## src/rtl/bank_ea_pkg.sv

```systemverilog
package bank_ea_pkg;
  localparam int WORD_W  = 16;
  localparam int BYTE_W  = 8;
  localparam int BANK_W  = 8;
  localparam int ADDR_W  = BANK_W + WORD_W;
  localparam int PAGE_W  = 8;
  localparam int MODE_W  = 4;
  localparam int EXTRA_W = 2;

  typedef enum logic [MODE_W-1:0] {
    AM_DIR      = 4'd0,
    AM_DIR_X    = 4'd1,
    AM_DIR_Y    = 4'd2,
    AM_IND      = 4'd3,
    AM_IND_Y    = 4'd4,
    AM_IND_PREX = 4'd5,
    AM_ABS      = 4'd6,
    AM_ABS_X    = 4'd7,
    AM_ABS_Y    = 4'd8,
    AM_LONG     = 4'd9,
    AM_LONG_X   = 4'd10
  } amode_e;

  typedef enum logic [1:0] {
    FS_IDLE = 2'd0,
    FS_LO   = 2'd1,
    FS_HI   = 2'd2
  } fetch_st_e;
endpackage

```

## src/rtl/ea_dp_unit.sv

```systemverilog
// Direct-page address former: base + offset + optional (possibly narrowed) index.
module ea_dp_unit #(
  parameter int WORD_W  = 16,
  parameter int OFS_W   = 8,
  parameter int SHORT_W = 8
) (
  input  logic [WORD_W-1:0] base,
  input  logic [OFS_W-1:0]  ofs,
  input  logic [WORD_W-1:0] idx,
  input  logic              idx_short,
  input  logic              add_idx,
  output logic [WORD_W-1:0] addr,
  output logic              misalign
);
  logic [WORD_W-1:0] idx_eff;

  always_comb begin
    if (!add_idx)       idx_eff = '0;
    else if (idx_short) idx_eff = WORD_W'(idx[SHORT_W-1:0]);
    else                idx_eff = idx;
    addr     = base + WORD_W'(ofs) + idx_eff;
    misalign = |base[OFS_W-1:0];
  end
endmodule

```

## src/rtl/ea_bank_unit.sv

```systemverilog
// Full-width indexed add with page-crossing detection.
module ea_bank_unit #(
  parameter int ADDR_W  = 24,
  parameter int WORD_W  = 16,
  parameter int PAGE_W  = 8,
  parameter int SHORT_W = 8
) (
  input  logic [ADDR_W-1:0] base,
  input  logic [WORD_W-1:0] idx,
  input  logic              idx_short,
  input  logic              add_idx,
  output logic [ADDR_W-1:0] addr,
  output logic              page_cross
);
  logic [WORD_W-1:0] idx_eff;

  always_comb begin
    if (!add_idx)       idx_eff = '0;
    else if (idx_short) idx_eff = WORD_W'(idx[SHORT_W-1:0]);
    else                idx_eff = idx;
    addr       = base + ADDR_W'(idx_eff);
    page_cross = addr[ADDR_W-1:PAGE_W] != base[ADDR_W-1:PAGE_W];
  end
endmodule

```

## src/rtl/ea_ptr_seq.sv

```systemverilog
// Two-step little-endian pointer fetch with request/acknowledge.
module ea_ptr_seq
  import bank_ea_pkg::*;
#(
  parameter int PW = 16,
  parameter int BW = 8
) (
  input  logic          clk,
  input  logic          rst_ni,
  input  logic          launch,
  input  logic [PW-1:0] base,
  input  logic          ack,
  input  logic [BW-1:0] byte_in,
  output logic          req,
  output logic [PW-1:0] addr,
  output logic          valid,
  output logic [PW-1:0] ptr,
  output logic          busy
);
  fetch_st_e     st_q, st_d;
  logic [PW-1:0] base_q;
  logic [BW-1:0] lo_q;
  logic          base_en, lo_en;

  always_comb begin
    st_d = st_q;
    case (st_q)
      FS_IDLE: if (launch) st_d = FS_LO;
      FS_LO:   if (ack)    st_d = FS_HI;
      FS_HI:   if (ack)    st_d = FS_IDLE;
      default:             st_d = FS_IDLE;
    endcase
    base_en = (st_q == FS_IDLE) && launch;
    lo_en   = (st_q == FS_LO) && ack;
  end

  always_ff @(posedge clk or negedge rst_ni) begin
    if (!rst_ni) begin
      st_q   <= FS_IDLE;
      base_q <= '0;
      lo_q   <= '0;
    end else begin
      st_q <= st_d;
      if (base_en) base_q <= base;
      if (lo_en)   lo_q   <= byte_in;
    end
  end

  always_comb begin
    req   = (st_q == FS_LO) || (st_q == FS_HI);
    busy  = req;
    addr  = (st_q == FS_HI) ? base_q + PW'(1) : base_q;
    valid = (st_q == FS_HI) && ack;
    ptr   = {byte_in, lo_q};
  end

  // an unanswered request holds its address
  p_req_hold_r8: assert property (@(posedge clk) disable iff (!rst_ni)
    req && !ack |=> req && $stable(addr));
  // accepting the low byte moves the request to the following address
  p_lo_to_hi_r8: assert property (@(posedge clk) disable iff (!rst_ni)
    (st_q == FS_LO) && ack |=> req && (addr == $past(addr) + PW'(1)));
endmodule

```

## src/rtl/bank_ea_gen.sv

```systemverilog
module bank_ea_gen
  import bank_ea_pkg::*;
#(
  parameter int WORD_W_P = WORD_W,
  parameter int BANK_W_P = BANK_W,
  parameter int BYTE_W_P = BYTE_W,
  parameter int PAGE_W_P = PAGE_W
) (
  input  logic                        clk,
  input  logic                        rst_n,
  input  logic                        start,
  input  logic [MODE_W-1:0]           mode,
  input  logic [BYTE_W_P-1:0]         opnd_lo,
  input  logic [BYTE_W_P-1:0]         opnd_hi,
  input  logic [BANK_W_P-1:0]         opnd_bank,
  input  logic [WORD_W_P-1:0]         dp_base,
  input  logic [BANK_W_P-1:0]         data_bank,
  input  logic [WORD_W_P-1:0]         idx_x,
  input  logic [WORD_W_P-1:0]         idx_y,
  input  logic                        idx_short,
  output logic                        ptr_req,
  output logic [BANK_W_P+WORD_W_P-1:0] ptr_addr,
  input  logic                        ptr_ack,
  input  logic [BYTE_W_P-1:0]         ptr_byte,
  output logic                        busy,
  output logic                        done,
  output logic [BANK_W_P+WORD_W_P-1:0] eff_addr,
  output logic [EXTRA_W-1:0]          extra_cyc
);
  localparam int AW = BANK_W_P + WORD_W_P;

  // reset: asynchronous assert, synchronous release
  logic [1:0] rst_sync_q;
  logic       rst_ni;
  always_ff @(posedge clk or negedge rst_n) begin
    if (!rst_n) rst_sync_q <= 2'b00;
    else        rst_sync_q <= {rst_sync_q[0], 1'b1};
  end
  assign rst_ni = rst_sync_q[1];

  // mode decode
  amode_e am;
  logic   is_dp, is_ind, dp_add_idx, dp_use_y, bk_add_idx, bk_use_y, bk_long, bk_pen;
  always_comb begin
    am         = amode_e'(mode);
    is_dp      = (am == AM_DIR) || (am == AM_DIR_X) || (am == AM_DIR_Y);
    is_ind     = (am == AM_IND) || (am == AM_IND_Y) || (am == AM_IND_PREX);
    dp_add_idx = (am == AM_DIR_X) || (am == AM_DIR_Y) || (am == AM_IND_PREX);
    dp_use_y   = (am == AM_DIR_Y);
    bk_add_idx = (am == AM_ABS_X) || (am == AM_ABS_Y) || (am == AM_LONG_X);
    bk_use_y   = (am == AM_ABS_Y);
    bk_long    = (am == AM_LONG) || (am == AM_LONG_X);
    bk_pen     = (am == AM_ABS_X) || (am == AM_ABS_Y);
  end

  // direct-page former (also forms the pointer address)
  logic [WORD_W_P-1:0] dp_addr;
  logic                dp_mis;
  ea_dp_unit #(.WORD_W(WORD_W_P), .OFS_W(BYTE_W_P), .SHORT_W(BYTE_W_P)) u_dp (
    .base(dp_base), .ofs(opnd_lo), .idx(dp_use_y ? idx_y : idx_x),
    .idx_short(idx_short), .add_idx(dp_add_idx), .addr(dp_addr), .misalign(dp_mis));

  // absolute / long former
  logic [AW-1:0] bk_base, bk_addr;
  logic          bk_cross;
  assign bk_base = bk_long ? {opnd_bank, opnd_hi, opnd_lo} : {data_bank, opnd_hi, opnd_lo};
  ea_bank_unit #(.ADDR_W(AW), .WORD_W(WORD_W_P), .PAGE_W(PAGE_W_P), .SHORT_W(BYTE_W_P)) u_bk (
    .base(bk_base), .idx(bk_use_y ? idx_y : idx_x), .idx_short(idx_short),
    .add_idx(bk_add_idx), .addr(bk_addr), .page_cross(bk_cross));

  // operands kept for the post-fetch stage
  logic                accept, hold_en;
  logic [BANK_W_P-1:0] db_q;
  logic [WORD_W_P-1:0] y_q;
  logic                yadd_q, short_q, mis_q;
  logic                seq_busy;
  assign accept  = start && !seq_busy;
  assign hold_en = accept && is_ind;

  always_ff @(posedge clk or negedge rst_ni) begin
    if (!rst_ni) begin
      db_q    <= '0;
      y_q     <= '0;
      yadd_q  <= 1'b0;
      short_q <= 1'b0;
      mis_q   <= 1'b0;
    end else if (hold_en) begin
      db_q    <= data_bank;
      y_q     <= idx_y;
      yadd_q  <= (am == AM_IND_Y);
      short_q <= idx_short;
      mis_q   <= dp_mis;
    end
  end

  // pointer fetch
  logic [WORD_W_P-1:0] seq_addr, ptr_word;
  logic                ptr_valid;
  ea_ptr_seq #(.PW(WORD_W_P), .BW(BYTE_W_P)) u_seq (
    .clk(clk), .rst_ni(rst_ni), .launch(hold_en), .base(dp_addr),
    .ack(ptr_ack), .byte_in(ptr_byte), .req(ptr_req), .addr(seq_addr),
    .valid(ptr_valid), .ptr(ptr_word), .busy(seq_busy));
  assign ptr_addr = {{BANK_W_P{1'b0}}, seq_addr};
  assign busy     = seq_busy;

  // post-fetch former
  logic [AW-1:0] ind_addr;
  logic          ind_cross;
  ea_bank_unit #(.ADDR_W(AW), .WORD_W(WORD_W_P), .PAGE_W(PAGE_W_P), .SHORT_W(BYTE_W_P)) u_ind (
    .base({db_q, ptr_word}), .idx(y_q), .idx_short(short_q), .add_idx(yadd_q),
    .addr(ind_addr), .page_cross(ind_cross));

  // result stage
  logic [AW-1:0]      ea_d;
  logic [EXTRA_W-1:0] ext_d;
  logic               done_d, res_en;
  always_comb begin
    done_d = (accept && !is_ind) || ptr_valid;
    res_en = done_d;
    if (ptr_valid) begin
      ea_d  = ind_addr;
      ext_d = EXTRA_W'(mis_q) + EXTRA_W'(yadd_q && ind_cross);
    end else if (is_dp) begin
      ea_d  = {{BANK_W_P{1'b0}}, dp_addr};
      ext_d = EXTRA_W'(dp_mis);
    end else begin
      ea_d  = bk_addr;
      ext_d = EXTRA_W'(bk_pen && bk_cross);
    end
  end

  always_ff @(posedge clk or negedge rst_ni) begin
    if (!rst_ni) begin
      done      <= 1'b0;
      eff_addr  <= '0;
      extra_cyc <= '0;
    end else begin
      done <= done_d;
      if (res_en) begin
        eff_addr  <= ea_d;
        extra_cyc <= ext_d;
      end
    end
  end

  // a non-indirect start yields done on the next cycle
  p_done_next_r1: assert property (@(posedge clk) disable iff (!rst_ni)
    start && !busy && !is_ind |=> done);
  // requests only while a fetch is in progress
  p_req_in_fetch_r8: assert property (@(posedge clk) disable iff (!rst_ni)
    ptr_req |-> busy);
  // during a fetch, done only follows an acknowledged byte
  p_fetch_done_ack_r10: assert property (@(posedge clk) disable iff (!rst_ni)
    busy && !ptr_ack |=> !done);
  // direct-page results stay in bank 0
  p_dp_bank0_r2: assert property (@(posedge clk) disable iff (!rst_ni)
    accept && is_dp |=> eff_addr[AW-1:WORD_W_P] == '0);
  // misaligned direct base costs one cycle on plain direct forms
  p_dp_penalty_r4: assert property (@(posedge clk) disable iff (!rst_ni)
    accept && is_dp && (dp_base[BYTE_W_P-1:0] != '0) |=> extra_cyc == EXTRA_W'(1));
endmodule

```

## config.mk

```make
export PLATFORM = sky130hd
export DESIGN_NAME = bank_ea_gen
export DESIGN_NICKNAME = d
export VERILOG_FILES = /design/src/rtl/bank_ea_pkg.sv /design/src/rtl/ea_dp_unit.sv /design/src/rtl/ea_bank_unit.sv /design/src/rtl/ea_ptr_seq.sv /design/src/rtl/bank_ea_gen.sv
export SDC_FILE = /design/constraint.sdc
export NUM_CORES = 1
export LEC_CHECK = 0
export BUFFER_PORTS_ARGS = -buffer_cell sky130_fd_sc_hd__buf_2
export CORE_MARGIN = 2
export CORE_UTILIZATION = 50
export CTS_CLUSTER_SIZE = 20
export DETAILED_ROUTE_END_ITERATION = 10
export MAX_ROUTING_LAYER = met4
export PLACE_DENSITY = 0.73
export SLEW_MARGIN = 15
export SYNTH_ARGS = -nofsm -noshare
export SYNTH_HDL_FRONTEND = slang
export SYNTH_SLANG_ARGS = --single-unit
```

## constraint.sdc

```tcl
create_clock -name clk -period 4.26 [get_ports clk]
set_clock_uncertainty 0.15 [all_clocks]
set_input_delay 0.426 -clock clk [delete_from_list [all_inputs] [get_ports clk]]
set_output_delay 0.426 -clock clk [all_outputs]
set_load 0.02 [all_outputs]
```

==> results.yml, run 1 <==
status:
  status: "complete, but fails checks"
  violations: "setup timing"
power:
  clock_power_share_pct: 16.0
  p_per_area_nw_per_um2: 538
  p_int_mw: 2.93
  power_switching_mw: 2.27
  vdd_drop_max_v: 0.000267
  pwr-share-comb_pct: 55.8
  p_sw_share_pct: 43.6
  power_frac_seq_pct: 28.2
  p_leak_nw: 4.48
sta:
  max_freq_ghz: 0.233
  slew_headroom_pct: 29.7
  finalCritPeriodShare_pct: 101
  finalSetupViolCount: 1
  rsz0062_at_grt: "true"
  finalHoldViolCount: 0
  worst_pin_slew_ns: 1.05
  finalCriticalPeriod_ns: 4.29
  final.setup.worst_slack_ns: -0.0320
  report.final.slew_viol_count: 0
logic_synthesis:
  syn_area_um2: 7620
  synthAdderAreaFrac_pct: 12.7
  synthDistinctLibCells: 67
  synth_top_family_by_area: "compound AO/OA/AOI/OAI gates"
  ys_seq_area_share_pct: 26.9
  synth_area_per_cell_um2: 8.58
  syn_inst: 889
  synthArstFlopShare_pct: 100
  ys_ff_latch: 82
  synth-simple-area-share_pct: 19.2
  synth_mux_area_share_pct: 8.35
  synth_ff_type: "dfrtp_1"
  synth_edf_count: 0
  yosys_warnings: 0
  synth-xor-area-share_pct: 9.78
  synth_compound_area_share_pct: 19.2
placement:
  portBuffers: 141
  gp_congestion: 0.998
  dpl.cell_count: 1267
  postPlaceCellArea_um2: 9040
  dp_hpwl_um: 18800
critical_path:
  end_kind: "register"
  cp-endpoint: "extra_cyc[0]$_DFFE_PN0P_"
  r2r_cells: 17
  critPathLaunchType: "register"
  path_max_fanout: 7
  worstSetupStartpoint: "yadd_q$_DFFE_PN0P_"
  r2r_end: "extra_cyc[0]$_DFFE_PN0P_"
  reg2reg_from: "yadd_q$_DFFE_PN0P_"
  crit_required_ns: 4.34
  crit_type: "reg -> reg"
  cp.arrival_ns: 4.37
  ff2ff_setup_slack_ns: -0.03
grt:
  grt_overflow: 0
  gr-usage-all-layers_pct: 30.7
  grt_max_degree: 81
  grt_pass1_wl_um: 37700
  grt_pass1_vias: 7279
  antenna_found_initial: 0
clocking:
  cts_max_path_buffers: 2
  cts_inserted_buffers: 9
  cts_root_buf: "clkbuf_16"
  insertion_delay_ns: 0.36
  tritoncts: "yes"
  cts_max_level: 3
  clkTransAtPathRegs_ns: 0.07
  cts_sinks: 82
hold_path:
  hp-class: "reg -> async"
routing:
  wire_per_inst_um: 18.9
  drc: 0
  num_vias: 7709
  drtIter0Drc: 666
  vias_per_cell: 5.98
  ant_nets: 0
  drt_pass1_iterations: 5
  wl_um: 24300
run:
  drv_cap: 0
floorplanning:
  die-area_um2: 16300
  initial_utilization_pct: 50.7
  die_width_um: 127
  core_area_um2: 15000
  fp.dieH_um: 127
  rows: 45
  floorplan.io_pins: 150
layout:
  final_area_um2: 9650
  final_common_cell: "buf_2"
  drive_gt1_share_pct: 31.2
  finalNonFillerCells: 1290
  layout_common_cells: "141 x buf_2, 124 x nand2_1, 87 x buf_4"
  diodes: 0
  layout.nets: 1265
  area_growth_pct: 26.6
==> registers in the layout, indices dropped and copies added (netlist names) <==
register,count
eff_addr,24
u_seq.base_q,16
y_q,16
db_q,8
u_seq.lo_q,8
extra_cyc,2
rst_sync_q,2
u_seq.st_q,2
done,1
mis_q,1
short_q,1
yadd_q,1
==> synth_stat cells, types with 4 or more instances <==
cell | instances | area [µm²]
a211oi_1 | 15 | 113
a21o_1 | 12 | 90.1
a21oi_1 | 82 | 410
a221oi_1 | 8 | 70.1
a31oi_1 | 6 | 37.5
and2_1 | 19 | 119
and3_1 | 6 | 37.5
buf_4 | 10 | 75.1
clkbuf_1 | 28 | 105
dfrtp_1 | 82 | 2050
fa_1 | 11 | 220
ha_1 | 60 | 751
inv_1 | 24 | 90.1
mux2_2 | 45 | 507
mux2i_1 | 13 | 130
nand2_1 | 124 | 465
nand2b_1 | 6 | 37.5
nand3_1 | 27 | 135
nand3b_1 | 5 | 37.5
nand4_1 | 5 | 31.3
nor2_1 | 48 | 180
nor2b_1 | 8 | 50.1
nor3_1 | 17 | 85.1
o211ai_1 | 14 | 105
o21a_1 | 6 | 45.0
o21ai_0 | 42 | 210
o21ai_1 | 6 | 30.0
o21bai_1 | 7 | 52.6
o22ai_1 | 4 | 25.0
o31ai_1 | 4 | 30.0
or2_2 | 5 | 31.3
or3_1 | 6 | 37.5
or4_1 | 4 | 30.0
xnor2_1 | 53 | 464
xor2_1 | 27 | 236
==> per-layer routing <==
metal  routed length (µm)  part of all wire (%)  track usage, %
met5                    0                     0               -
met4                  741                   3.0            11.1
met3                 1660                   6.8            3.89
met2                11700                    48            49.6
met1                10200                    42            39.8
==> per-stage QoR <==
step                setup TNS, ns  setup WS [ns]  hold WS (ns)  util, %  total power [mW]
floorplan                       0       0.000353       -0.0196        -              3.14
global placement           -0.501         -0.261        0.0625     60.1              4.04
detailed placement         -0.747         -0.277        0.0634     60.1              4.08
CTS                             0         0.0204         0.167     62.8              4.99
global route               -0.319         -0.319         0.180     64.2              5.51
finish                    -0.0320        -0.0320         0.158     64.2              5.20
==> worst min path at each step <==
stage | slack [ns] | cells after the start | endpoint | startpoint
3_5_place_dp | 0.06 | 1 | rst_sync_q[0]$_DFF_PN0_ | rst_n
6_report | 0.16 | 0 | eff_addr[2]$_DFFE_PN0P_ | rst_sync_q[1]$_DFF_PN0_
5_1_grt | 0.18 | 2 | db_q[2]$_DFFE_PN0P_ | data_bank[2]
2_1_floorplan | -0.02 | 0 | rst_sync_q[0]$_DFF_PN0_ | rst_n
4_1_cts | 0.17 | 2 | db_q[7]$_DFFE_PN0P_ | data_bank[7]
3_3_place_gp | 0.06 | 1 | rst_sync_q[0]$_DFF_PN0_ | rst_n
==> logic make-up (layout without fill, tap and decap cells) <==
| family | Yosys count | count (layout) |
|---|---|---|
| xor+xnor | 82 | 82 |
| fa+ha+maj | 71 | 71 |
| buf+inv | 65 | 271 |
| flops | 82 | 82 |
| mux | 58 | 58 |
| compound gates | 230 | 230 |
| simple gates | 299 | 299 |
| other cells | 2 | 9 |
==> critical path: stages (launching register included) <==
cell	delay, ns
dfrtp_1	0.38
buf_4	0.16
and2_1	0.17
ha_4	0.28
o21ai_1	0.10
o211ai_1	0.32
a41oi_2	0.18
buf_4	0.19
and4b_1	0.20
a211oi_2	0.22
nand3_1	0.11
nor4_2	0.25
a41oi_1	0.15
ha_1	0.33
o22a_1	0.21
or3_4	0.34
nor4b_4	0.28
a41oi_2	0.12
==> repair_timing <==
action | CTS | global route
pin swaps | 7 | 21
gates cloned | 0 | 0
hold buffers | 1 | 0
gates resized for setup | 13 | 24
setup endpoints to repair | 1 | 4
setup buffers | 4 | 1
hold endpoints to repair | 2 | 0
==> area by class of cell <==
type                            count  area, µm²
Sequential cell                    82       2060
Multi-Input combinational cell    749       5560
Tap cell                          188        235
Clock inverter                      7       75.1
Clock buffer                        9        225
Inverter                           24       90.1
Fill cell                        1314       5380
Timing Repair Buffer              231       1410
==> power by group through the flow <==
| stage | clock [mW] | combinational (mW) | sequential, mW |
|---|---|---|---|
| final | 0.833 | 2.90 | 1.47 |
| after global routing | 0.866 | 3.13 | 1.51 |
| after CTS | 0.831 | 2.70 | 1.46 |
| after detailed placement | 0 | 2.62 | 1.46 |
| after global placement | 0 | 2.58 | 1.46 |
| after floorplan | 0 | 1.60 | 1.53 |
Power figures use the tool's default switching activity.
==> run 2: changes to the inputs <==
- SYNTH_HIERARCHICAL: not set -> 1
==> run 2 against run 1 <==
  * Count of clock-buffer cells in the layout did not move
  * The run now ends clean
  * Critical path type is now in -> reg
  * Setup slack improved by 0.088 ns
  * Clock power rose by 2%
  * Flip-flop and latch count did not move
==> results.yml, run 2 <==
sta:
  slew_headroom_pct: 20.0
  rsz0062_at_grt: "true"
  max_freq_ghz: 0.238
  finalCritPeriodShare_pct: 98.7
  finalCriticalPeriod_ns: 4.20
  worst_pin_slew_ns: 1.20
  fin_setup_tns_ns: 0
  hold_ws_ns: 0.181
  final.setup.worst_slack_ns: 0.0557
  report.final.slew_viol_count: 0
  finalHoldViolCount: 0
  finalSetupViolCount: 0
logic_synthesis:
  synth_top_area_cell: "dfrtp_1"
  syn_inst: 867
  ys_top_cells_by_count: "85 x nand2_1, 82 x dfrtp_1, 77 x mux2_2"
  synth_edf_count: 0
  synthArstFlopShare_pct: 100
  ys_ff_latch: 82
  synth_area_per_cell_um2: 9.61
  synth_top_area_share_pct: 24.6
  synthTopCellsByArea: "dfrtp_1 25%, mux2_2 10%, ha_1 9.0%, xnor2_1 4.7%, nand2_1 3.8%"
  synthDistinctLibCells: 75
  yosysMostFrequentCell: "nand2_1"
  syn_area_um2: 8330
  synth_ff_type: "dfrtp_1"
  yosys_warnings: 6
  ys_seq_area_share_pct: 24.6
layout:
  area_growth_pct: 25.9
  top_register: "eff_addr"
  fin_util_pct: 64.0
  layout_common_cells: "140 x buf_2, 111 x buf_4, 84 x nand2_1"
  layout.nets: 1267
  diodes: 0
  final_common_cell: "buf_2"
  reg.largest.list: "eff_addr (24), u_seq/base_q (16), y_q (16)"
  final_area_um2: 10500
  largest_register_ffs: 24
  finalNonFillerCells: 1324
  drive_gt1_share_pct: 39.3
clocking:
  cts_root_buf: "clkbuf_16"
  cts_max_level: 3
  tritoncts: "yes"
  cts_inserted_buffers: 9
  cts_max_path_buffers: 2
  cts_sinks: 82
  clkTransAtPathRegs_ns: 0.07
  insertion_delay_ns: 0.36
hold_path:
  hold_start: "data_bank[2]"
  hold-path-cell-count: 2
  hp-class: "in -> reg"
  hold_end: "db_q[2]$_DFFE_PN0P_"
routing:
  num_vias: 7261
  wire_per_inst_um: 17.5
  ant_nets: 0
  drt_pass1_iterations: 5
  wl_um: 23200
  drtIter0Drc: 407
  vias_per_cell: 5.48
  drc: 0
floorplanning:
  rows: 47
  die_width_um: 133
  initial_utilization_pct: 50.8
  die-area_um2: 17700
  fp.dieH_um: 133
  core_area_um2: 16400
  floorplan.io_pins: 150
grt:
  grt_pass1_wl_um: 36000
  gr-usage-all-layers_pct: 26.8
  grt_max_degree: 81
  grt_overflow: 0
  grt_pass1_vias: 7092
  antenna_found_initial: 0
critical_path:
  r2r_cells: 14
  cp.arrival_ns: 4.28
  cpPeakStageDelay_ns: 0.46
  cpMaxStageDelayCell: "or4_4"
  crit_path_cell_trace: "buf_6 -> nand2b_4 -> nor3_4 -> buf_4 -> mux2_4 -> and2_4 -> ha_4 -> fa_2 -> a211oi_4 -> buf_4 -> o211ai_1 -> a221o_1 -> a21oi_2 -> xnor2_2 -> xor2_1 -> or4_4 -> and2_1 -> a211oi_2 -> o22a_1 -> o211ai_1"
  critPathLaunchType: "input pin"
  path_max_fanout: 3
  reg2reg_from: "yadd_q$_DFFE_PN0P_"
  crit_required_ns: 4.34
  end_kind: "register"
  r2r_end: "extra_cyc[0]$_DFFE_PN0P_"
  crit_type: "in -> reg"
  ff2ff_setup_slack_ns: 0.17
placement:
  dpl.cell_count: 1300
  dp_hpwl_um: 18500
  gp_congestion: 0.972
  postPlaceCellArea_um2: 9910
  post-place-ws_ns: -0.470
  portBuffers: 141
power:
  vdd_drop_max_v: 0.000232
  p_leak_nw: 4.98
  p_per_area_nw_per_um2: 445
  p_total_mw: 4.67
status:
  status: "finished, final reports clean"
run:
  drv_cap: 0
-- run 2: worst max-delay path: cells and delay by family --
family	cells	cell delay (ns)
adder cells (fa/ha/maj)	2	0.54
XOR/XNOR	2	0.24
AO/OA/AOI/OAI	7	1.35
multiplexers	1	0.28
AND/OR/NAND/NOR	5	1.06
buffers and inverters	3	0.38
-- run 2: repair_timing --
| action | in CTS | in global routing |
|---|---|---|
| pin swaps | 1 | 31 |
| hold endpoints to repair | 2 | 0 |
| hold buffers | 1 | 0 |
| resized for setup | 2 | 46 |
| setup endpoints to repair | 1 | 8 |
| setup buffers | 2 | 5 |
-- run 2: worst max path at each step --
| stage | startpoint | to | slack [ns] | depth (start not counted) |
|---|---|---|---|---|
| final | mode[2] | extra_cyc[0]$_DFFE_PN0P_ | 0.06 | 20 |
| after global routing | mode[2] | extra_cyc[0]$_DFFE_PN0P_ | -0.14 | 20 |
| after CTS | mode[2] | extra_cyc[0]$_DFFE_PN0P_ | 0.06 | 21 |
| after detailed placement | mode[2] | extra_cyc[0]$_DFFE_PN0P_ | -0.47 | 18 |
| after global placement | mode[2] | extra_cyc[0]$_DFFE_PN0P_ | -0.39 | 18 |
| after floorplan | mode[3] | extra_cyc[0]$_DFFE_PN0P_ | -0.18 | 19 |
-- run 2: per-layer routing --
layer	vias to the layer above	global-route usage [%]	wire (µm)
met5	-	-	0
met4	0	9.14	538
met3	36	3.37	1110
met2	224	44.5	11300
met1	3469	34.0	10200
li1	3532	-	-
-- run 2: power by group --
part | switching [mW] | internal [mW] | leakage [nW]
sequential | 0.308 | 1.15 | 0.997
clock | 0.380 | 0.468 | 0.154
combinational | 1.25 | 1.11 | 3.83
-- run 2: cells by family (layout without fill, tap and decap cells) --
| group | Yosys count | in the layout | synth area share (%) |
|---|---|---|---|
| and+or+nand+nor | 255 | 255 | 16.3 |
| AOI/OAI and AO/OA | 167 | 167 | 13.8 |
| muxes | 135 | 135 | 18.3 |
| xor gates and xnor gates | 87 | 87 | 10.2 |
| DFF | 82 | 82 | 24.6 |
| adders and majority gates | 71 | 71 | 11.7 |
| buffers and inverters | 68 | 298 | 4.99 |
| other | 2 | 9 | 0.0901 |
-- run 2: area by class of cell --
type | instances | area (µm²)
multi-input combinational | 724 | 6140
fill | 1347 | 5910
sequential | 82 | 2060
timing repair buffer | 260 | 1630
tap | 220 | 275
clock buffer | 9 | 225
clock inverter | 7 | 83.8
inverter | 22 | 82.6
==> run 3: changes to the inputs <==
- GPL_TIMING_DRIVEN: not set -> 0
- clock period: 4.26 -> 4.2 ns (I/O delays scaled with it)
==> run 3 against run 2 <==
  * The flow now finishes with violations (setup timing)
  * Register-to-register slack worse by 0.07 ns
  * Sequential power is essentially flat
  * Setup slack worse by 0.22 ns
  * Via count down 2.1%
==> results.yml, run 3 (synthesis results as in run 2) <==
layout:
  final.fill_count: 1432
  top_register: "eff_addr"
  reg.largest.list: "eff_addr (24), u_seq/base_q (16), y_q (16)"
  area_growth_pct: 22.3
  diodes: 0
  largest_register_ffs: 24
  layout_common_cells: "143 x buf_2, 84 x nand2_1, 81 x dfrtp_1"
  drive_gt1_share_pct: 35.8
  finalNonFillerCells: 1275
  layout.nets: 1218
  final_common_cell: "buf_2"
routing:
  num_vias: 7105
  ant_nets: 0
  wl_um: 23400
  drtIter0Drc: 338
  drt_pass1_iterations: 5
  drc: 0
  vias_per_cell: 5.57
  wire_per_inst_um: 18.3
grt:
  grt_pass1_wl_um: 36300
  grt_pass1_vias: 6958
  gr-usage-all-layers_pct: 27.3
  antenna_found_initial: 0
  grt_max_degree: 46
  grt_overflow: 0
critical_path:
  cp.arrival_ns: 4.44
  reg2reg_from: "yadd_q$_DFFE_PN0P_"
  path_max_fanout: 7
  crit_type: "in -> reg"
  worstSetupStartpoint: "mode[2]"
  r2r_cells: 14
  r2r_end: "extra_cyc[0]$_DFFE_PN0P_"
  ff2ff_setup_slack_ns: 0.10
  end_kind: "register"
  crit_required_ns: 4.27
  critPathLaunchType: "input pin"
clocking:
  cts_inserted_buffers: 9
  cts_max_level: 3
  tritoncts: "yes"
  clkTransAtPathRegs_ns: 0.07
  cts_sinks: 82
  cts_max_path_buffers: 2
  insertion_delay_ns: 0.36
  cts_root_buf: "clkbuf_16"
floorplanning:
  initial_utilization_pct: 50.8
  fp.dieH_um: 133
  core_area_um2: 16400
  die_width_um: 133
  rows: 47
  die-area_um2: 17700
  floorplan.io_pins: 150
placement:
  gp_congestion: 0.959
  dpl.cell_count: 1233
  dp_hpwl_um: 18500
  portBuffers: 138
run:
  drv_cap: 0
sta:
  finalCritPeriodShare_pct: 104
  rsz0062_at_grt: "true"
  max_freq_ghz: 0.229
  finalHoldViolCount: 0
  slew_headroom_pct: 62.0
  fin_setup_tns_ns: -0.161
  final.setup.worst_slack_ns: -0.161
  report.final.slew_viol_count: 0
  finalCriticalPeriod_ns: 4.36
  worst_pin_slew_ns: 0.570
  finalSetupViolCount: 1
status:
  violations: "setup timing"
  status: "complete, but fails checks"
power:
  p_per_area_nw_per_um2: 459
  p_leak_nw: 4.72
  vdd_drop_max_v: 0.000230
hold_path:
  hp-class: "reg -> async"
run 3: through the flow:
step	hold slack (ns)	worst slack [ns]	power (mW)	utilization [%]	instance area, µm²
2_1_floorplan	-0.0256	-0.238	3.09	-	8450
3_3_place_gp	0.0562	-1.15	3.70	57.4	9420
3_5_place_dp	0.0571	-1.14	3.76	57.6	9450
4_1_cts	0.156	-0.118	4.64	60.6	9940
5_1_grt	0.164	-0.321	4.97	62.1	10200
6_report	0.158	-0.161	4.68	62.1	10200
run 3: final cells by class:
type                            instances  area (µm²)  area share (%)
Buffer                                 45         373            3.66
Clock buffer                           10         239            2.35
Clock inverter                          6        72.6           0.712
Inverter                               22        82.6           0.810
Multi-Input combinational cell        724        6150            60.4
Sequential cell                        82        2060            20.2
Tap cell                              220         275            2.70
Timing Repair Buffer                  166         938            9.21
run 3: power breakdown:
| group | total, mW | switching [mW] | internal, mW |
|---|---|---|---|
| registers | 1.48 | 0.312 | 1.17 |
| clock network | 0.848 | 0.364 | 0.483 |
| logic | 2.35 | 1.26 | 1.08 |
| total | 4.68 | 1.94 | 2.74 |
run 3: repair_timing:
action / CTS / global route
pin swaps: 12 / 19
setup buffers: 12 / 14
endpoints found under the setup margin: 10 / 10
hold endpoints to repair: 2 / 0
resized for setup: 24 / 30
hold buffers: 1 / 0
run 3: worst max path at each step:
stage | end | slack, ns | depth (start not counted)
final | extra_cyc[0]$_DFFE_PN0P_ | -0.16 | 19
after global routing | extra_cyc[0]$_DFFE_PN0P_ | -0.32 | 19
after CTS | extra_cyc[0]$_DFFE_PN0P_ | -0.12 | 19
after detailed placement | extra_cyc[0]$_DFFE_PN0P_ | -1.14 | 17
after global placement | extra_cyc[0]$_DFFE_PN0P_ | -1.15 | 17
after floorplan | extra_cyc[0]$_DFFE_PN0P_ | -0.24 | 19
run 3: worst max-delay path, stage by stage:
cell and delay [ns]:
buf_12 0.11, nand2b_4 0.15, nor3_4 0.24, buf_6 0.19, mux2_4 0.30, and2_4 0.16
ha_4 0.17, fa_2 0.37, a211oi_4 0.31, o211ai_1 0.20, a221o_1 0.35, a21oi_2 0.17
xnor2_2 0.10, xor2_1 0.16, or4_4 0.46, and2_4 0.16, a211oi_2 0.17, o22a_1 0.15
o211ai_1 0.08
run 3: layer usage:
layer / vias to the layer above / track usage [%] / routed length (µm)
met1: 3417 / 33.4 / 9920
met5: - / - / 0
met2: 188 / 46.0 / 11500
li1: 3443 / - / -
met3: 57 / 3.52 / 948
met4: 0 / 10.8 / 968
